## src/rtl/led_stream_pkg.sv

```systemverilog
package led_stream_pkg;
  localparam int unsigned BYTE_W  = 8;
  localparam int unsigned NUM_THR = 8;
  localparam int unsigned NUM_STR = 4;

  typedef enum logic [1:0] {ST_IDLE, ST_SHOW, ST_HOLD} blink_st_e;

  // utilization thresholds, fraction of window, ascending
  function automatic int unsigned thr_of(int unsigned idx, int unsigned win);
    case (idx)
      0:       return win / 100;
      1:       return win / 16;
      2:       return win / 8;
      3:       return win / 4;
      4:       return (win * 3) / 8;
      5:       return win / 2;
      6:       return (win * 5) / 8;
      default: return (win * 7) / 8;
    endcase
  endfunction
endpackage

```

## src/rtl/led_tck_gen.sv

```systemverilog
module led_tck_gen #(
  parameter int unsigned BYTE_W = 8
) (
  input  logic clk_i,
  input  logic rst_ni,
  output logic tck_o,
  output logic load_o,
  output logic shift_o,
  output logic latch_o
);
  localparam int unsigned SLOT_W = $clog2(BYTE_W);
  localparam logic [SLOT_W-1:0] LAST = SLOT_W'(BYTE_W - 1);

  logic              tck_q;
  logic [SLOT_W-1:0] slot_q;
  logic              armed_q;
  logic              latch_q;

  always_ff @(posedge clk_i or negedge rst_ni) begin
    if (!rst_ni) begin
      tck_q   <= 1'b0;
      slot_q  <= LAST;
      armed_q <= 1'b0;
      latch_q <= 1'b0;
    end else begin
      tck_q <= ~tck_q;
      if (tck_q) begin
        latch_q <= (slot_q == LAST) && armed_q;
        if (slot_q == LAST) begin
          slot_q  <= '0;
          armed_q <= 1'b1;
        end else begin
          slot_q <= slot_q + 1'b1;
        end
      end
    end
  end

  assign tck_o   = tck_q;
  assign load_o  = tck_q && (slot_q == LAST);
  assign shift_o = tck_q && (slot_q != LAST);
  assign latch_o = latch_q;

  AST_TCK_TOGGLE: assert property (@(posedge clk_i) disable iff (!rst_ni)
    $past(rst_ni) |-> (tck_q != $past(tck_q)));
  AST_LATCH_ON_FALL: assert property (@(posedge clk_i) disable iff (!rst_ni)
    !$stable(latch_q) |-> $fell(tck_q));
  AST_LATCH_WIDTH: assert property (@(posedge clk_i) disable iff (!rst_ni)
    $rose(latch_q) |=> latch_q ##1 !latch_q);
endmodule

```

## src/rtl/led_rx_stretch.sv

```systemverilog
module led_rx_stretch #(
  parameter int unsigned ON_CYC  = 1560000,
  parameter int unsigned OFF_CYC = 1040000
) (
  input  logic clk_i,
  input  logic rst_ni,
  input  logic act_i,
  output logic blink_o
);
  import led_stream_pkg::*;

  localparam int unsigned MAX_C = (ON_CYC > OFF_CYC) ? ON_CYC : OFF_CYC;
  localparam int unsigned CNT_W = $clog2(MAX_C + 1);

  blink_st_e        st_q;
  logic [CNT_W-1:0] cnt_q;

  always_ff @(posedge clk_i or negedge rst_ni) begin
    if (!rst_ni) begin
      st_q  <= ST_IDLE;
      cnt_q <= '0;
    end else begin
      case (st_q)
        ST_IDLE: if (act_i) begin
          st_q  <= ST_SHOW;
          cnt_q <= CNT_W'(ON_CYC - 1);
        end
        ST_SHOW: if (cnt_q == '0) begin
          st_q  <= ST_HOLD;
          cnt_q <= CNT_W'(OFF_CYC - 1);
        end else begin
          cnt_q <= cnt_q - 1'b1;
        end
        ST_HOLD: if (cnt_q == '0) st_q <= ST_IDLE;
                 else cnt_q <= cnt_q - 1'b1;
        default: st_q <= ST_IDLE;
      endcase
    end
  end

  assign blink_o = (st_q == ST_SHOW);

  AST_SHOW_TO_HOLD: assert property (@(posedge clk_i) disable iff (!rst_ni)
    (st_q == ST_SHOW) |=> (st_q != ST_IDLE));
  AST_HOLD_BLIND: assert property (@(posedge clk_i) disable iff (!rst_ni)
    (st_q == ST_HOLD && cnt_q != '0) |=> (st_q == ST_HOLD));
endmodule

```

## src/rtl/led_util_meter.sv

```systemverilog
module led_util_meter #(
  parameter int unsigned WIN_LOG2 = 20
) (
  input  logic       clk_i,
  input  logic       rst_ni,
  input  logic       tick_i,
  input  logic       crs_i,
  output logic [7:0] over_o
);
  import led_stream_pkg::*;

  localparam int unsigned WIN   = 1 << WIN_LOG2;
  localparam int unsigned CNT_W = WIN_LOG2 + 1;

  logic [WIN_LOG2-1:0] tick_cnt_q;
  logic [CNT_W-1:0]    act_cnt_q;
  logic [CNT_W-1:0]    act_next;
  logic [NUM_THR-1:0]  over_d;
  logic [NUM_THR-1:0]  over_q;

  assign act_next = act_cnt_q + CNT_W'(crs_i);

  for (genvar k = 0; k < NUM_THR; k++) begin : g_thr
    localparam int unsigned THR = thr_of(k, WIN);
    assign over_d[k] = act_next > CNT_W'(THR);
  end

  always_ff @(posedge clk_i or negedge rst_ni) begin
    if (!rst_ni) begin
      tick_cnt_q <= '0;
      act_cnt_q  <= '0;
      over_q     <= '0;
    end else if (tick_i) begin
      tick_cnt_q <= tick_cnt_q + 1'b1;
      if (&tick_cnt_q) begin
        over_q    <= over_d;
        act_cnt_q <= '0;
      end else begin
        act_cnt_q <= act_next;
      end
    end
  end

  assign over_o = over_q;

  AST_THERMO: assert property (@(posedge clk_i) disable iff (!rst_ni)
    ((over_q + 1'b1) & over_q) == '0);
  AST_COUNT_BOUND: assert property (@(posedge clk_i) disable iff (!rst_ni)
    act_cnt_q <= {1'b0, tick_cnt_q});
endmodule

```

## src/rtl/led_status_streamer.sv

```systemverilog
module led_status_streamer #(
  parameter int unsigned NUM_TP         = 8,
  parameter int unsigned STRETCH_ON_CYC  = 1560000,
  parameter int unsigned STRETCH_OFF_CYC = 1040000,
  parameter int unsigned WIN_LOG2       = 20
) (
  input  logic              clk_i,
  input  logic              rst_ni,
  input  logic [NUM_TP-1:0] link_fail_i,
  input  logic [NUM_TP-1:0] rx_act_i,
  input  logic [NUM_TP-1:0] part_i,
  input  logic [7:0]        aui_err_i,
  input  logic              crs_i,
  output logic              tck_o,
  output logic              latch_o,
  output logic              link_sd_o,
  output logic              part_sd_o,
  output logic              aui_sd_o,
  output logic              traf_sd_o
);
  import led_stream_pkg::*;

  logic              load, shift;
  logic [NUM_TP-1:0] blink;
  logic [7:0]        over;
  logic [NUM_STR-1:0][BYTE_W-1:0] byte_d;
  logic [NUM_STR-1:0][BYTE_W-1:0] sr_q;

  led_tck_gen #(.BYTE_W(BYTE_W)) u_tck (
    .clk_i, .rst_ni, .tck_o, .load_o(load), .shift_o(shift), .latch_o
  );

  for (genvar p = 0; p < NUM_TP; p++) begin : g_port
    led_rx_stretch #(.ON_CYC(STRETCH_ON_CYC), .OFF_CYC(STRETCH_OFF_CYC)) u_str (
      .clk_i, .rst_ni, .act_i(rx_act_i[p]), .blink_o(blink[p])
    );
  end

  led_util_meter #(.WIN_LOG2(WIN_LOG2)) u_util (
    .clk_i, .rst_ni, .tick_i(tck_o), .crs_i, .over_o(over)
  );

  assign byte_d[0] = BYTE_W'(link_fail_i | blink);
  assign byte_d[1] = BYTE_W'(~part_i);
  assign byte_d[2] = ~aui_err_i;
  assign byte_d[3] = ~over;

  for (genvar s = 0; s < NUM_STR; s++) begin : g_str
    always_ff @(posedge clk_i or negedge rst_ni) begin
      if (!rst_ni)    sr_q[s] <= '1;
      else if (load)  sr_q[s] <= byte_d[s];
      else if (shift) sr_q[s] <= {sr_q[s][BYTE_W-2:0], 1'b1};
    end

    AST_DATA_ON_FALL: assert property (@(posedge clk_i) disable iff (!rst_ni)
      !$stable(sr_q[s][BYTE_W-1]) |-> $fell(tck_o));
  end

  assign link_sd_o = sr_q[0][BYTE_W-1];
  assign part_sd_o = sr_q[1][BYTE_W-1];
  assign aui_sd_o  = sr_q[2][BYTE_W-1];
  assign traf_sd_o = sr_q[3][BYTE_W-1];

  AST_STROBE_AT_FRAME: assert property (@(posedge clk_i) disable iff (!rst_ni)
    $rose(latch_o) |-> $fell(tck_o));
endmodule

```

## config.mk

```make
export PLATFORM = sky130hd
export DESIGN_NAME = led_status_streamer
export DESIGN_NICKNAME = d
export VERILOG_FILES = /design/src/rtl/led_stream_pkg.sv /design/src/rtl/led_tck_gen.sv /design/src/rtl/led_rx_stretch.sv /design/src/rtl/led_util_meter.sv /design/src/rtl/led_status_streamer.sv
export SDC_FILE = /design/constraint.sdc
export NUM_CORES = 1
export LEC_CHECK = 0
export BUFFER_PORTS_ARGS = -buffer_cell sky130_fd_sc_hd__buf_2
export CAP_MARGIN = 20
export CORE_UTILIZATION = 45
export DETAILED_ROUTE_END_ITERATION = 10
export HOLD_SLACK_MARGIN = 0.15
export PLACE_DENSITY = 0.65
export SKIP_LAST_GASP = 1
export SYNTH_ARGS = -nofsm -noshare
export SYNTH_HDL_FRONTEND = slang
export SYNTH_SLANG_ARGS = --single-unit
```

## constraint.sdc

```tcl
create_clock -name clk_i -period 8 [get_ports clk_i]
set_input_delay 1.6 -clock clk_i [delete_from_list [all_inputs] [get_ports clk_i]]
set_output_delay 1.6 -clock clk_i [all_outputs]
set_load 0.005 [all_outputs]
```

==> out/summary.txt <==
Status -> complete, no violations
CTS tree -> built
N_diodes -> 0
Worst r2r src -> g_port[6].u_str.cnt_q[0]
Post-CTS resize count -> 0
Clk root buf -> clkbuf_16
Cts hold-fix bufs -> 0
Share of the synthesized area in the top cell type -> 0.367
Largest area contributor in the netlist -> dfrtp_1
Post-Synthesis Cells -> 1850
Unrepaired setup endpoints after global routing -> false
Final HPWL DP -> 24.2 mm
Post-synthesis sequential area ratio -> 0.424
Max Fanout on Critical Path -> 7
Cell repeated most along the worst path -> ha_1
H-tree Lvls -> 2
Achievable clock frequency -> 270 MHz
Worst hold start -> u_util.over_o[0]
Number of synthesized flops with an enable pin -> 0
Die W -> 191 um
Largest net degree at the start of global routing -> 85
Post-synth ARST share -> 1.00
Iter 0 DRT Violations -> 916
Most frequent cell after synthesis -> nor2_1
I/O pins -> 41
Grt total ovfl -> 0
Final instance area -> 0.0179 sq mm
First-pass GRT wire length -> 62.4 mm
Initial antenna violation count -> 1
DRC -> 0
Fin util -> 0.512
Drt pass-1 iters -> 7
Clock Latency Late Sink -> 0.51 ns
Mapped Area -> 0.0161 sq mm
Hold Path Class -> flip-flop to flip-flop
Post-DP Area -> 0.0166 sq mm
Power per cell area -> 341 mW/mm^2
Syn Nets -> 1942
Total negative slack -> 0 ns
Worst-margin pin slew -> 1.09 ns
Vias in the first global route -> 12829
Top FF cell, synth -> dfrtp_1
Fin cells -> 2342
Slew Viols, Final -> 0
Total GRT Usage -> 0.201
Met3 Wirelength -> 1.53 mm
Share of cells above drive strength 1 -> 0.110
Clock skew after layout -> 0.0205 ns
Reg clk slew, reported paths -> 0.06 ns
Setup bufs post-CTS -> 0
Routed wl met2 -> 16.8 mm
Setup crit start -> crs_i
Vias per std cell -> 5.86
Crit share post-route -> 0.463
Crit-path max cell delay -> 0.57 ns
Vias post-DR -> 13731
Critical Path RT -> 8.39 ns
CP max stage cell -> nor4_1
Final nets -> 1954
Initial Utilization -> 0.462
Full die area -> 0.0366 sq mm
Final Setup Violations -> 0
Leakage power -> 7.41 nW
Port bufs -> 40
Routed Antenna Nets -> 0
Kind of critical path -> input port to flip-flop
CTS buffer count -> 34
Critical Path, Cell by Cell -> buf_2 -> ha_1 -> ha_1 -> nand2_1 -> nor3_2 -> mux2i_1 -> nor4_1 -> and3_1 -> nor3b_1 -> nor3_1
WP data arrival -> 4.09 ns
Final wirelength -> 36.2 mm
CP Launch Type -> input port
Synth top area cells -> dfrtp_1, a21oi_1, dfstp_2
Min Clock Period, post-route -> 3.70 ns
CP endpoint kind -> flip-flop
Max clock buf depth -> 3
Wire length on met1 -> 17.3 mm
Top Layer Used -> met4
Routability cong. -> 0.887
Max-slew headroom -> 0.273
Synthesis Warnings -> 0
Yosys cell types -> 75
Maximum resistive drop on vdd -> 0.179 mV
Synth Register Bits -> 271
DP Cell Count -> 2277
# rows -> 68
P&R area growth vs syn -> 10.8%
Core Area -> 0.0349 sq mm
Fin. Hold Viols -> 0
Max-cap violations -> 0
Die height -> 191 um
Top cells by count, synth -> nor2_1, dfrtp_1, a21oi_1
Clock Sinks -> 271
Wire per inst -> 15.4 um
Average size of a mapped cell -> 8.71 sq um
per-layer routing:
layer,up-vias,global-route usage
li1,6793,-
met1,6621,0.280
met3,44,0.0263
met4,0,0.0510
met2,273,0.330
met5,-,0
registers in the layout (all words and copies together), names as in the netlist, 3 cells and up:
name	flops
sr_q	28
g_port.u_str.cnt_q	168
u_util.tick_cnt_q	20
g_port.u_str.st_q	16
u_tck.slot_q	3
u_util.over_o	8
u_util.act_cnt_q	21
area by class of cell:
| cell class | count | area, sq um |
|---|---|---|
| Fill cell | 3266 | 17000 |
| Multi-Input combinational cell | 1419 | 8640 |
| Sequential cell | 271 | 6830 |
| Clock buffer | 44 | 950 |
| Tap cell | 455 | 569 |
| Timing Repair Buffer | 58 | 345 |
| Inverter | 78 | 293 |
| Clock inverter | 17 | 229 |
stage by stage:
| stage | setup WS, ns | total power [W] | hold WS (ns) |
|---|---|---|---|
| after floorplan | 4.39 | 0.00394 | 0.404 |
| after global placement | 3.87 | 0.00439 | 0.440 |
| after detailed placement | 3.81 | 0.00448 | 0.438 |
| after CTS | 4.33 | 0.00612 | 0.447 |
| after global routing | 4.07 | 0.00657 | 0.489 |
| final | 4.30 | 0.00609 | 0.447 |
path summary, 6_finish.rpt:
| kind | end | slack (ns) | depth (start not counted) |
|---|---|---|---|
| worst min register to register | sr_q[24] | 0.45 | 1 |
| worst max-delay path | u_util.over_o[5] | 4.30 | 10 |
| min in group asynchronous | g_port[1].u_str.cnt_q[17] | 1.10 | 1 |
| worst min-delay path | sr_q[24] | 0.45 | 1 |
| max in group asynchronous | u_util.tick_cnt_q[9] | 5.52 | 2 |
| worst max register to register | g_port[6].u_str.cnt_q[3] | 4.71 | 10 |
worst max-delay path, delay by kind of cell:
| family | cells | cell delay (ns) |
|---|---|---|
| and+or+nand+nor | 6 | 1.74 |
| buffers and inverters | 1 | 0.09 |
| muxes | 1 | 0.18 |
| adders and majority gates | 2 | 0.48 |
power breakdown:
group	internal [W]	switching, W
registers	0.00177	0.000422
clock network	0.00100	0.000599
logic	0.000946	0.00135
total	0.00372	0.00237
placed cells by master (no fill, tap or decap), types with 52 or more instances in the layout:
cell,count
o22a_1,72
nand2_1,115
ha_1,56
a31oi_1,52
o21ai_0,155
a21oi_1,203
dfrtp_1,235
inv_1,78
nor3_1,77
nor2_1,239
cells by family (layout without fill, tap and decap cells):
logic type / after synthesis / after routing / share of synthesized area
DFF: 271 / 271 / 0.424
and+or+nand+nor: 672 / 672 / 0.208
adders and majority gates: 57 / 57 / 0.0443
xor gates and xnor gates: 31 / 31 / 0.0169
AOI/OAI and AO/OA: 618 / 618 / 0.241
buffers and inverters: 160 / 197 / 0.0401
muxes: 41 / 41 / 0.0269
(Power assumes the default switching activity.)
